<file path="src/rtl/tbs_pkg.sv">
package tbs_pkg;
  typedef enum logic [1:0] {
    S_IDLE  = 2'd0,
    S_BURST = 2'd1,
    S_PAUSE = 2'd2
  } seq_state_t;
endpackage

</file>
<file path="src/rtl/tbs_len_sel.sv">
module tbs_len_sel #(
  parameter int BURST_CYCLES = 2550000,
  parameter int CW           = 23
) (
  input  logic          cp_mode,
  output logic [CW-1:0] len_m1
);
  localparam logic [CW-1:0] SHORT_M1 = CW'(BURST_CYCLES - 1);
  localparam logic [CW-1:0] LONG_M1  = CW'(2 * BURST_CYCLES - 1);

  always_comb begin
    len_m1 = cp_mode ? LONG_M1 : SHORT_M1;
  end
endmodule

</file>
<file path="src/rtl/tbs_timer.sv">
module tbs_timer #(
  parameter int CW = 23
) (
  input  logic          clk,
  input  logic          rst,
  input  logic          load,
  input  logic [CW-1:0] load_val,
  input  logic          dec,
  output logic          zero
);
  logic [CW-1:0] cnt;

  always_ff @(posedge clk) begin
    if (rst)       cnt <= '0;
    else if (load) cnt <= load_val;
    else if (dec)  cnt <= cnt - 1'b1;
  end

  assign zero = (cnt == '0);

  // a decrement is only requested while time remains
  assert_timer_no_underflow_R3: assert property (@(posedge clk) disable iff (rst)
    (dec && !load) |-> !zero);
endmodule

</file>
<file path="src/rtl/tone_burst_seq.sv">
module tone_burst_seq #(
  parameter int BURST_CYCLES = 2550000
) (
  input  logic clk,
  input  logic rst,
  input  logic tx_wr,
  input  logic burst_n,
  input  logic cp_mode,
  input  logic tone_en,
  output logic tone_gate,
  output logic tx_ready
);
  import tbs_pkg::*;

  localparam int CW = (2 * BURST_CYCLES > 1) ? $clog2(2 * BURST_CYCLES) : 1;

  seq_state_t    state, state_nx;
  logic [CW-1:0] sel_m1, len_q;
  logic          t_load, t_dec, t_zero;
  logic [CW-1:0] t_val;
  logic          gate_nx, ready_nx, start;

  tbs_len_sel #(.BURST_CYCLES(BURST_CYCLES), .CW(CW)) u_len (
    .cp_mode (cp_mode),
    .len_m1  (sel_m1)
  );

  tbs_timer #(.CW(CW)) u_tmr (
    .clk      (clk),
    .rst      (rst),
    .load     (t_load),
    .load_val (t_val),
    .dec      (t_dec),
    .zero     (t_zero)
  );

  assign start = (state == S_IDLE) && !burst_n && tx_wr;

  always_comb begin
    state_nx = state;
    gate_nx  = 1'b0;
    ready_nx = 1'b0;
    t_load   = 1'b0;
    t_dec    = 1'b0;
    t_val    = sel_m1;
    case (state)
      S_IDLE: begin
        if (start) begin
          state_nx = S_BURST;
          t_load   = 1'b1;
          gate_nx  = 1'b1;
          ready_nx = 1'b0;
        end else begin
          gate_nx  = burst_n & tone_en;
          ready_nx = 1'b1;
        end
      end
      S_BURST: begin
        if (t_zero) begin
          state_nx = S_PAUSE;
          t_load   = 1'b1;
          t_val    = len_q;
          gate_nx  = 1'b0;
        end else begin
          t_dec    = 1'b1;
          gate_nx  = 1'b1;
        end
      end
      S_PAUSE: begin
        if (t_zero) begin
          state_nx = S_IDLE;
          ready_nx = 1'b1;
        end else begin
          t_dec    = 1'b1;
        end
      end
      default: begin
        state_nx = S_IDLE;
        ready_nx = 1'b1;
      end
    endcase
  end

  always_ff @(posedge clk) begin
    if (rst) begin
      state     <= S_IDLE;
      tone_gate <= 1'b0;
      tx_ready  <= 1'b1;
      len_q     <= '0;
    end else begin
      state     <= state_nx;
      tone_gate <= gate_nx;
      tx_ready  <= ready_nx;
      if (start) len_q <= sel_m1;
    end
  end

  // run-length checker: tone never longer than the doubled length
  logic [CW:0] gate_run;
  always_ff @(posedge clk) begin
    if (rst)                  gate_run <= '0;
    else if (state == S_BURST) gate_run <= gate_run + 1'b1;
    else                      gate_run <= '0;
  end

  assert_ready_fall_R2: assert property (@(posedge clk) disable iff (rst)
    $fell(tx_ready) |-> $past(tx_wr && !burst_n));

  assert_gap_silent_R3: assert property (@(posedge clk) disable iff (rst)
    (state == S_PAUSE) |-> (!tone_gate && !tx_ready));

  assert_ready_rise_R4: assert property (@(posedge clk) disable iff (rst)
    $rose(tx_ready) |-> $past(state == S_PAUSE));

  assert_burst_len_R5: assert property (@(posedge clk) disable iff (rst)
    gate_run <= (CW+1)'(2 * BURST_CYCLES));

  assert_len_held_R6: assert property (@(posedge clk) disable iff (rst)
    (state != S_IDLE && $past(state) != S_IDLE) |-> $stable(len_q));

  assert_busy_ignores_R7: assert property (@(posedge clk) disable iff (rst)
    (state == S_BURST && !t_zero) |=> (state == S_BURST && tone_gate));

  assert_follow_R8: assert property (@(posedge clk) disable iff (rst)
    (state == S_IDLE && burst_n) |=> (tone_gate == $past(tone_en) && tx_ready));
endmodule

</file>
<file path="config.mk">
export PLATFORM = sky130hd
export DESIGN_NAME = tone_burst_seq
export DESIGN_NICKNAME = d
export VERILOG_FILES = /design/src/rtl/tbs_pkg.sv /design/src/rtl/tbs_len_sel.sv /design/src/rtl/tbs_timer.sv /design/src/rtl/tone_burst_seq.sv
export SDC_FILE = /design/constraint.sdc
export NUM_CORES = 1
export LEC_CHECK = 0
export ABC_AREA = 1
export BUFFER_PORTS_ARGS = -buffer_cell sky130_fd_sc_hd__buf_2
export CORE_MARGIN = 8
export CORE_UTILIZATION = 40
export CTS_CLUSTER_SIZE = 20
export DETAILED_ROUTE_END_ITERATION = 10
export HOLD_SLACK_MARGIN = 0.06
export PLACE_DENSITY = 0.64
export SKIP_LAST_GASP = 1
export SLEW_MARGIN = 20
export SYNTH_ARGS = -nofsm -noshare
export SYNTH_HDL_FRONTEND = slang
export SYNTH_SLANG_ARGS = --single-unit
</file>
<file path="constraint.sdc">
create_clock -name clk -period 3 [get_ports clk]
set_input_delay 0.3 -clock clk [delete_from_list [all_inputs] [get_ports clk]]
set_output_delay 0.3 -clock clk [all_outputs]
set_load 0.1 [all_outputs]
</file>
# --- Word-level counts from Yosys, hierarchy flattened ---
# Cells that the tools add are included.
op_classes:
  n_addsub: 1
  n_eq_ne: 5
  muxes: 18
  bitwise: 1
  n_reduce_logical: 8
ops:
  columns: ["operator", "n"]
  rows:
  - ["$mux 23", 5]
  - ["$logic_not 23->1", 1]
  - ["$sub 23x1->23 const B", 1]
  - ["$mux 1", 6]
  - ["$mux 2", 3]
  - ["$ne 2x2->1 const B", 3]
  - ["$pmux 2 s3", 1]
  - ["$pmux 1 s2", 2]
  - ["$pmux 1 s3", 1]
  - ["$reduce_and 3->1", 1]
  - ["$eq 2x1->1 const B", 1]
  - ["$eq 2x2->1 const B", 1]
  - ["$logic_and 1x1->1", 2]
  - ["$logic_not 2->1", 1]
  - ["$reduce_bool 2->1", 1]
  - ["$reduce_or 2->1", 1]
  - ["$and 1x1->1", 1]
  - ["$logic_not 1->1", 1]
totals:
  register_bits: 50
  inputBits: 6
  out_inout_bits: 2
  word_cells: 38

# --- Logic depth before layout (Yosys ltp) ---
# Gate-level depths: netlist (run 1).
logic_depth:
  word_depth: 6
  ltp_mapped: 12
  ltp_nobuf: 12

# --- Modules after synthesis ---
# Synthesis (run 1) repeated with hierarchy kept, for this count alone.
hier_totals:
  hier_cells: 419
  area_unflattened_um2: 3153.0
by_module_without_submodules:
  columns: ["mod", "n_inst", "cells_per_inst", "area_per_inst_um2", "seq_area_each_um2"]
  rows:
  - ["tbs_timer", 1, 235, 1580.3, 460.4]
  - ["tone_burst_seq", 1, 159, 1396.3, 540.5]
  - ["tbs_len_sel", 1, 25, 176.4, 0.0]

# --- Worst setup path after synthesis (run 1) ---
# Ideal clock, no wire load.
synth_path:
  kind: "register to register"
  start: "reg u_tmr.cnt[0]"
  end: "reg u_tmr.cnt[20]"
  setup_ns: 0.113
  arrival_time_ns: 1.469
  required_time_ns: 2.887
  path_slack_ns: 1.418
  path_stages_with_launch: 10
  path_buffers: 0
  synth_period_minus_slack_ns: 1.582
  path_cell_list: "dfxtp_1 -> inv_1 -> ha_1 -> nand2_1 -> nor2_4 -> nand3_1 -> nor3_1 -> nand3_1 -> nand2_1 -> nor2_1"
synth_between:
  elab_chain_cells: 4
  elab_cells_between_ends: 11
  cone_classes: "add/sub (1); mux (8); reduce/logical (2)"
synth_rtl:
  columns: ["item", "line_no", "source"]
  rows:
  - ["from (decl)", "tbs_timer.sv:11", "logic [CW-1:0] cnt;"]
  - ["from (signal assigned)", "tbs_timer.sv:15", "else if (load) cnt <= load_val;"]
  - ["from (signal assigned)", "tbs_timer.sv:16", "else if (dec) cnt <= cnt - 1'b1;"]
  - ["parallel branches: the longest is 4 deep, another holds $sub 23x1->23", null, null]
# Parallel ways; which one is timed is not known. The select of a mux whose other input is x is not followed.
# A chain may end at the register's enable or synchronous reset.

# --- Worst setup path after layout (run 1) ---
layout_path:
  start: "reg u_tmr.cnt[16]"
  end: "reg u_tmr.cnt[5]"
layout_between:
  elab_chain_cells: 4
  elab_cells_between_ends: 9
  cone_classes: "mux (7); reduce/logical (2)"
layout_rtl:
  columns: ["item", "line_no", "source"]
  rows:
  - ["$logic_not 23->1 (*)", "tbs_timer.sv:19", "assign zero = (cnt == '0);"]
  - ["$mux 1, or another cell as far along", "tone_burst_seq.sv:59", "if (t_zero) begin"]
  - ["$pmux 1 s2, or another cell as far along", "tone_burst_seq.sv:46", "case (state)"]
  - ["$mux 23 or $reduce_bool 2->1 (tied branches)", null, null]
# Every way passes the cells marked *; elsewhere a longest branch is shown, timed or not.

==> impl_metrics.csv, run 1 <==
group,metric,value,unit
critical_path,end_kind,"flop",
final_layout,diodes,0,
final_layout,postLayoutCoreUtil,44.1,%
clocking,clk_pin_slew_worst_paths,70,ps
route,vias,1962,
grt,grt_max_degree,29,
route,final_antenna_net_count,0,
logic_synthesis,synth_cells,317,
clocking,post_cts.repair.setup_buffers,0,
logic_synthesis,ys_top_cells_by_count,"nor2_1 (83), nand2_1 (61), dfxtp_1 (30), inv_1 (25), a21oi_1 (20)",
logic_synthesis,ys_seq_area_share,29.4,%
logic_synthesis,synth_top_cell_by_area,"dfxtp_1",
route,dr.first_iter.drc_count,99,
critical_path,crit_path_max_incr_delay,370,ps
critical_path,cpLargestDelayFamily,"simple AND/OR/NAND/NOR gates",
sta,drv_slew,0,
route,vias_per_cell,4.95,
critical_path,path_buf_inv,0,
sta,rsz0062_at_grt,"false",
sta,setup-tns-final,0,ps
floorplan,pin_count,8,
sta,clock.fmax,502,MHz
final_layout,layout.nets,338,
power_and_ir_drop,leakage,0.981,nW
sta,worst_pin_slew,613,ps
clocking,cts_resized,0,
critical_path,worst_ep_arrival_time,2230,ps
critical_path,worst_path_max_delay_cell,"nand2_1",
floorplan,die_height,87.4,um
final_layout,fillers,582,
critical_path,cp_max_fo,28,
hold_path,hp-class,"in -> reg",
clocking,clk_path_buf_depth,2,
logic_synthesis,ys_ff_latch,30,
critical_path,cp.required,3240,ps
grt,grt_remaining_overflow,0,
grt,antenna_found_initial,0,
critical_path,cpMostUsedCell,"nor2_1",
logic_synthesis,synthTopCellsByArea,"dfxtp_1 (29%), nor2_1 (15%), nand2_1 (11%)",
logic_synthesis,syn_area,2040,um2
critical_path,start_kind,"flop",
floorplan,start_util,40.7,%
grt,grt_usage,14.4,%
floorplan,dieArea,7640,um2
clocking,cts_root_buf,"clkbuf_8",
logic_synthesis,synth_fp_nets,330,
clocking,clock-sinks,30,
final_layout,layout-drive-gt1-share,12.3,%
sta,skew,10.5,ps
logic_synthesis,synth_edf_count,0,
final_layout,syn2layout_area_growth,8.28,%
logic_synthesis,netlist.area_leader.share,29.4,%
route,drt_pass1_iterations,4,
logic_synthesis,ys_async_sr_fraction,0,%
sta,fin_crit,1990,ps
final_layout,postLayoutCellArea,2210,um2
flow_run,drv_cap,0,
clocking,cts_tree,"yes",
logic_synthesis,synth_ff_type,"dfxtp_1",
logic_synthesis,syn_avg_cell_area,6.44,um2
clocking,hold_buffers,0,
place,port-buffer-count,7,
clocking,numCtsBuffers,5,
power_and_ir_drop,powerDensity,1250,nW/um2
clocking,htree_levels,2,
grt,grt_pass1_wl,8710,um
logic_synthesis,synthDistinctLibCells,32,
status,status,"complete, no violations",
floorplan,rows,26,
grt,first_global_vias,1939,
clocking,worstSkewPairLatency,290,ps
route,wl_per_cell,12.3,um
floorplan,core-area,5010,um2
floorplan,dieWidth,87.4,um
sta,timing.final.crit_share,66.5,%
power_and_ir_drop,peakVddDrop,789,uV
logic_synthesis,yosys_warnings,0,
logic_synthesis,synth_most_common_cell,"nor2_1",
place,dpl_cell_area,2120,um2
critical_path,crit_type,"reg -> reg",
route,totalWireLength,4870,um
place,globalplace.congestion,0.848,
place,hpwl,3570,um
sta,setup_viol,0,
sta,hold_viol_final,0,
route,remaining_drc_errors,0,
critical_path,path_cells,"nor2_1 > nand2_1 > nor2_1 > nand3_4 > nand2_2 > nand3_4 > nand2_1 > nor2_1 > nor2_1",
sta,relSlewSlack,59.1,%
## final cells by class
type / instances / area [um2] / share of cell area (%)
Sequential cell: 30 / 601 / 27.2
Clock buffer: 7 / 86.3 / 3.91
Tap cell: 70 / 87.6 / 3.96
Inverter: 26 / 97.6 / 4.42
Multi-Input combinational cell: 255 / 1300 / 58.7
Clock inverter: 1 / 5.00 / 0.227
Timing Repair Buffer: 7 / 35.0 / 1.59
## tightest hold or removal path, delay by kind of cell
| kind | cells | cell delay (ps) |
|---|---|---|
| simple gates | 2 | 160 |
| buf+inv | 1 | 80 |
## registers in the layout (all words and copies together), names as in the netlist
name       flops
len_q          3
state          2
tx_ready       1
tone_gate      1
u_tmr.cnt     23
## per-layer routing
metal	track usage, %	share of wire (%)	up-vias
met5	0	0	-
met4	4.53	1.2	0
met3	3.11	3.0	7
met2	24.2	47	22
met1	17.8	49	885
li1	-	-	1048
## stage by stage
step,instances,hold WS (ps),power (W),setup WS [ps]
2_1_floorplan,317,436,0.00212,1420
3_3_place_gp,388,455,0.00240,1090
3_5_place_dp,388,462,0.00242,1060
4_1_cts,396,291,0.00278,1050
5_1_grt,396,322,0.00308,809
6_report,396,296,0.00277,1010
## report_power, final
group / leakage (nW) / total, W / internal, W / switching, W
Clock: 0.0482 / 0.000344 / 0.000185 / 0.000159
Sequential: 0.248 / 0.000681 / 0.000537 / 0.000145
Combinational: 0.685 / 0.00175 / 0.000554 / 0.00119
## final timing paths
kind | start | slack, ps | endpoint | depth (start not counted)
worst max-delay path | u_tmr.cnt[16]$_SDFFE_PP0P_ | 1010 | u_tmr.cnt[5]$_SDFFE_PP0P_ | 9
worst min-delay path | cp_mode | 300 | len_q[19]$_SDFFE_PP0P_ | 3
worst max register to register | u_tmr.cnt[16]$_SDFFE_PP0P_ | 1010 | u_tmr.cnt[5]$_SDFFE_PP0P_ | 9
worst min register to register | len_q[21]$_SDFFE_PP0P_ | 470 | len_q[21]$_SDFFE_PP0P_ | 2
## cells in the final DEF (no fill, tap or decap), types with 2 or more instances in the layout
cell type,count
nor2_4,3
o21ai_1,16
a21oi_1,20
nor3_1,3
nand3_4,2
xor2_1,2
and2_1,2
nand3b_1,2
inv_1,25
clkbuf_8,6
o21ai_0,4
buf_2,7
nand2_1,61
nor2_1,83
nand2_2,5
dfxtp_1,30
ha_1,7
or2_2,3
nand3_1,17
a21oi_2,3
nor2_2,5
nand4_1,8
## kinds of logic after synthesis
logic type / synth area share, %
compound gates: 12.6
xor+xnor: 1.29
fa+ha+maj: 4.29
buf+inv: 6.99
flops: 29.4
simple gates: 45.4
No activity file was read; power rests on OpenSTA's default activity.
==> run 2: changes to the inputs <==
==> constraint.sdc (replaced) <==
create_clock -name clk -period 1.9 [get_ports clk]
set_input_delay 0.19 -clock clk [delete_from_list [all_inputs] [get_ports clk]]
set_output_delay 0.19 -clock clk [all_outputs]
set_load 0.1 [all_outputs]
==> run 2 against run 1 <==
Final cell count up 3.0%. First-iteration DRC count up 14%. Combinational power up 69%. Non-clock buffer count up 12. Routed wire length up 4.4%. Total power up 67%. Worst hold slack worse by 92 ps.
==> impl_metrics.csv, run 2 (synthesized netlist as in run 1, its figures left out) <==
group,metric,value,unit
clocking,htree_levels,2,
critical_path,cp.required,2080,ps
flow_run,drv_cap,0,
status,status,"complete, no violations",
route,remaining_drc_errors,0,
place,globalplace.congestion,0.903,
power_and_ir_drop,peakVddDrop,876,uV
grt,first_global_vias,1859,
clocking,cts_root_buf,"clkbuf_8",
floorplan,pin_count,8,
final_layout,layout_common_cells,"nor2_1 (80), nand2_1 (60), dfxtp_1 (30)",
critical_path,start_kind,"flop",
sta,fin_crit,1790,ps
place,pre_cts_ws,36.7,ps
clocking,worstSkewPairLatency,290,ps
power_and_ir_drop,powerDensity,1970,nW/um2
place,hpwl,3740,um
clocking,hold_buffers,0,
sta,hold_viol_final,0,
final_layout,layout.nets,350,
power_and_ir_drop,leakage,1.06,nW
grt,grt_max_degree,20,
sta,setup_slack,108,ps
route,totalWireLength,5080,um
sta,skew,5.98,ps
floorplan,core-area,5010,um2
route,vias_per_cell,5.00,
sta,relSlewSlack,59.3,%
sta,timing.final.crit_share,94.3,%
critical_path,cp_max_fo,6,
final_layout,largest_reg_flops,23,
place,dpl.cell_count,395,
sta,rsz0062_at_grt,"true",
grt,grt_usage,14.7,%
floorplan,rows,26,
floorplan,dieArea,7640,um2
clocking,cts_tree,"yes",
final_layout,stdcell_count,408,
hold_path,min-delay-start,"rst",
route,vias,2040,
clocking,clk_path_buf_depth,2,
clocking,clock-sinks,30,
place,port-buffer-count,7,
clocking,numCtsBuffers,5,
sta,drv_slew,0,
sta,clock.fmax,558,MHz
route,wl_per_cell,12.5,um
critical_path,reg2reg_from,"u_tmr.cnt[0]$_SDFFE_PP0P_",
grt,grt_remaining_overflow,0,
clocking,clk_pin_slew_worst_paths,70,ps
critical_path,crit_type,"reg -> reg",
critical_path,end_kind,"flop",
critical_path,worstSetupStartpoint,"u_tmr.cnt[0]$_SDFFE_PP0P_",
sta,worst_pin_slew,610,ps
critical_path,worst_ep_arrival_time,1980,ps
hold_path,hp-class,"in -> reg",
final_layout,final_common_cell,"nor2_1",
final_layout,layout-drive-gt1-share,17.2,%
route,final_antenna_net_count,0,
route,drt_pass1_iterations,4,
final_layout,syn2layout_area_growth,15.4,%
floorplan,dieWidth,87.4,um
final_layout,postLayoutCoreUtil,47.0,%
grt,grt_pass1_wl,8760,um
grt,antenna_found_initial,0,
floorplan,start_util,40.7,%
route,dr.first_iter.drc_count,113,
final_layout,top_register,"u_tmr.cnt",
final_layout,reg_top3,"u_tmr.cnt (23), len_q (3), state (2)",
sta,setup_viol,0,
floorplan,die_height,87.4,um
final_layout,diodes,0,
-- run 2: changes by cell type in the layout (fill, tap and decap cells not counted), moves of 2 or more --
cell	previous run	this run
clkbuf_8	6	8
buf_4	0	11
nor2_2	5	7
nor2_1	83	80
-- run 2: metal layers --
layer,vias to the layer above,routed length [um],GRT usage [%]
met5,-,0,0
met4,0,70,5.47
met3,8,293,3.68
met2,45,2450,24.5
met1,923,2270,17.7
li1,1064,-,-
-- run 2: stage by stage --
step	area, um2	hold WS [ps]	TNS [ps]	total power, W
after floorplan	2040	370	0	0.00335
after global placement	2170	455	0	0.00388
after detailed placement	2170	460	0	0.00391
after CTS	2280	200	0	0.00455
after global routing	2350	200	-59.3	0.00514
final	2350	204	0	0.00464
-- run 2: worst paths after layout --
check,depth (start not counted),to,slack [ps]
max reg2reg,11,u_tmr.cnt[14]$_SDFFE_PP0P_,110
min reg2reg,2,len_q[21]$_SDFFE_PP0P_,480
max,11,u_tmr.cnt[14]$_SDFFE_PP0P_,110
min,2,u_tmr.cnt[1]$_SDFFE_PP0P_,200
-- run 2: area by class of cell --
cell class	count	area, um2
multi-input cells	255	1320
flip-flops and latches	30	601
clock buffers	8	110
fillers	545	2660
repair buffers	19	138
well taps	70	87.6
inverters	26	97.6
-- run 2: timing repair --
action / CTS / global route
setup endpoints to repair: 0 / 21
buffers inserted: 0 / 5
gates resized for setup: 0 / 7
hold endpoints to repair: 0 / 0
-- run 2: worst max-delay path: stages (launching register included) --
cell	delay [ps]
dfxtp_1	330
inv_2	100
ha_1	180
nand2_1	110
nor2_1	120
nand2_1	90
nor2_4	120
nand4_1	160
buf_4	190
and2_1	140
nor2_1	90
nor2_1	40
-- run 2: where the power goes --
part | internal (W) | switching, W
combinational | 0.00101 | 0.00194
clock | 0.000366 | 0.000261
sequential | 0.000847 | 0.000218
total | 0.00222 | 0.00242
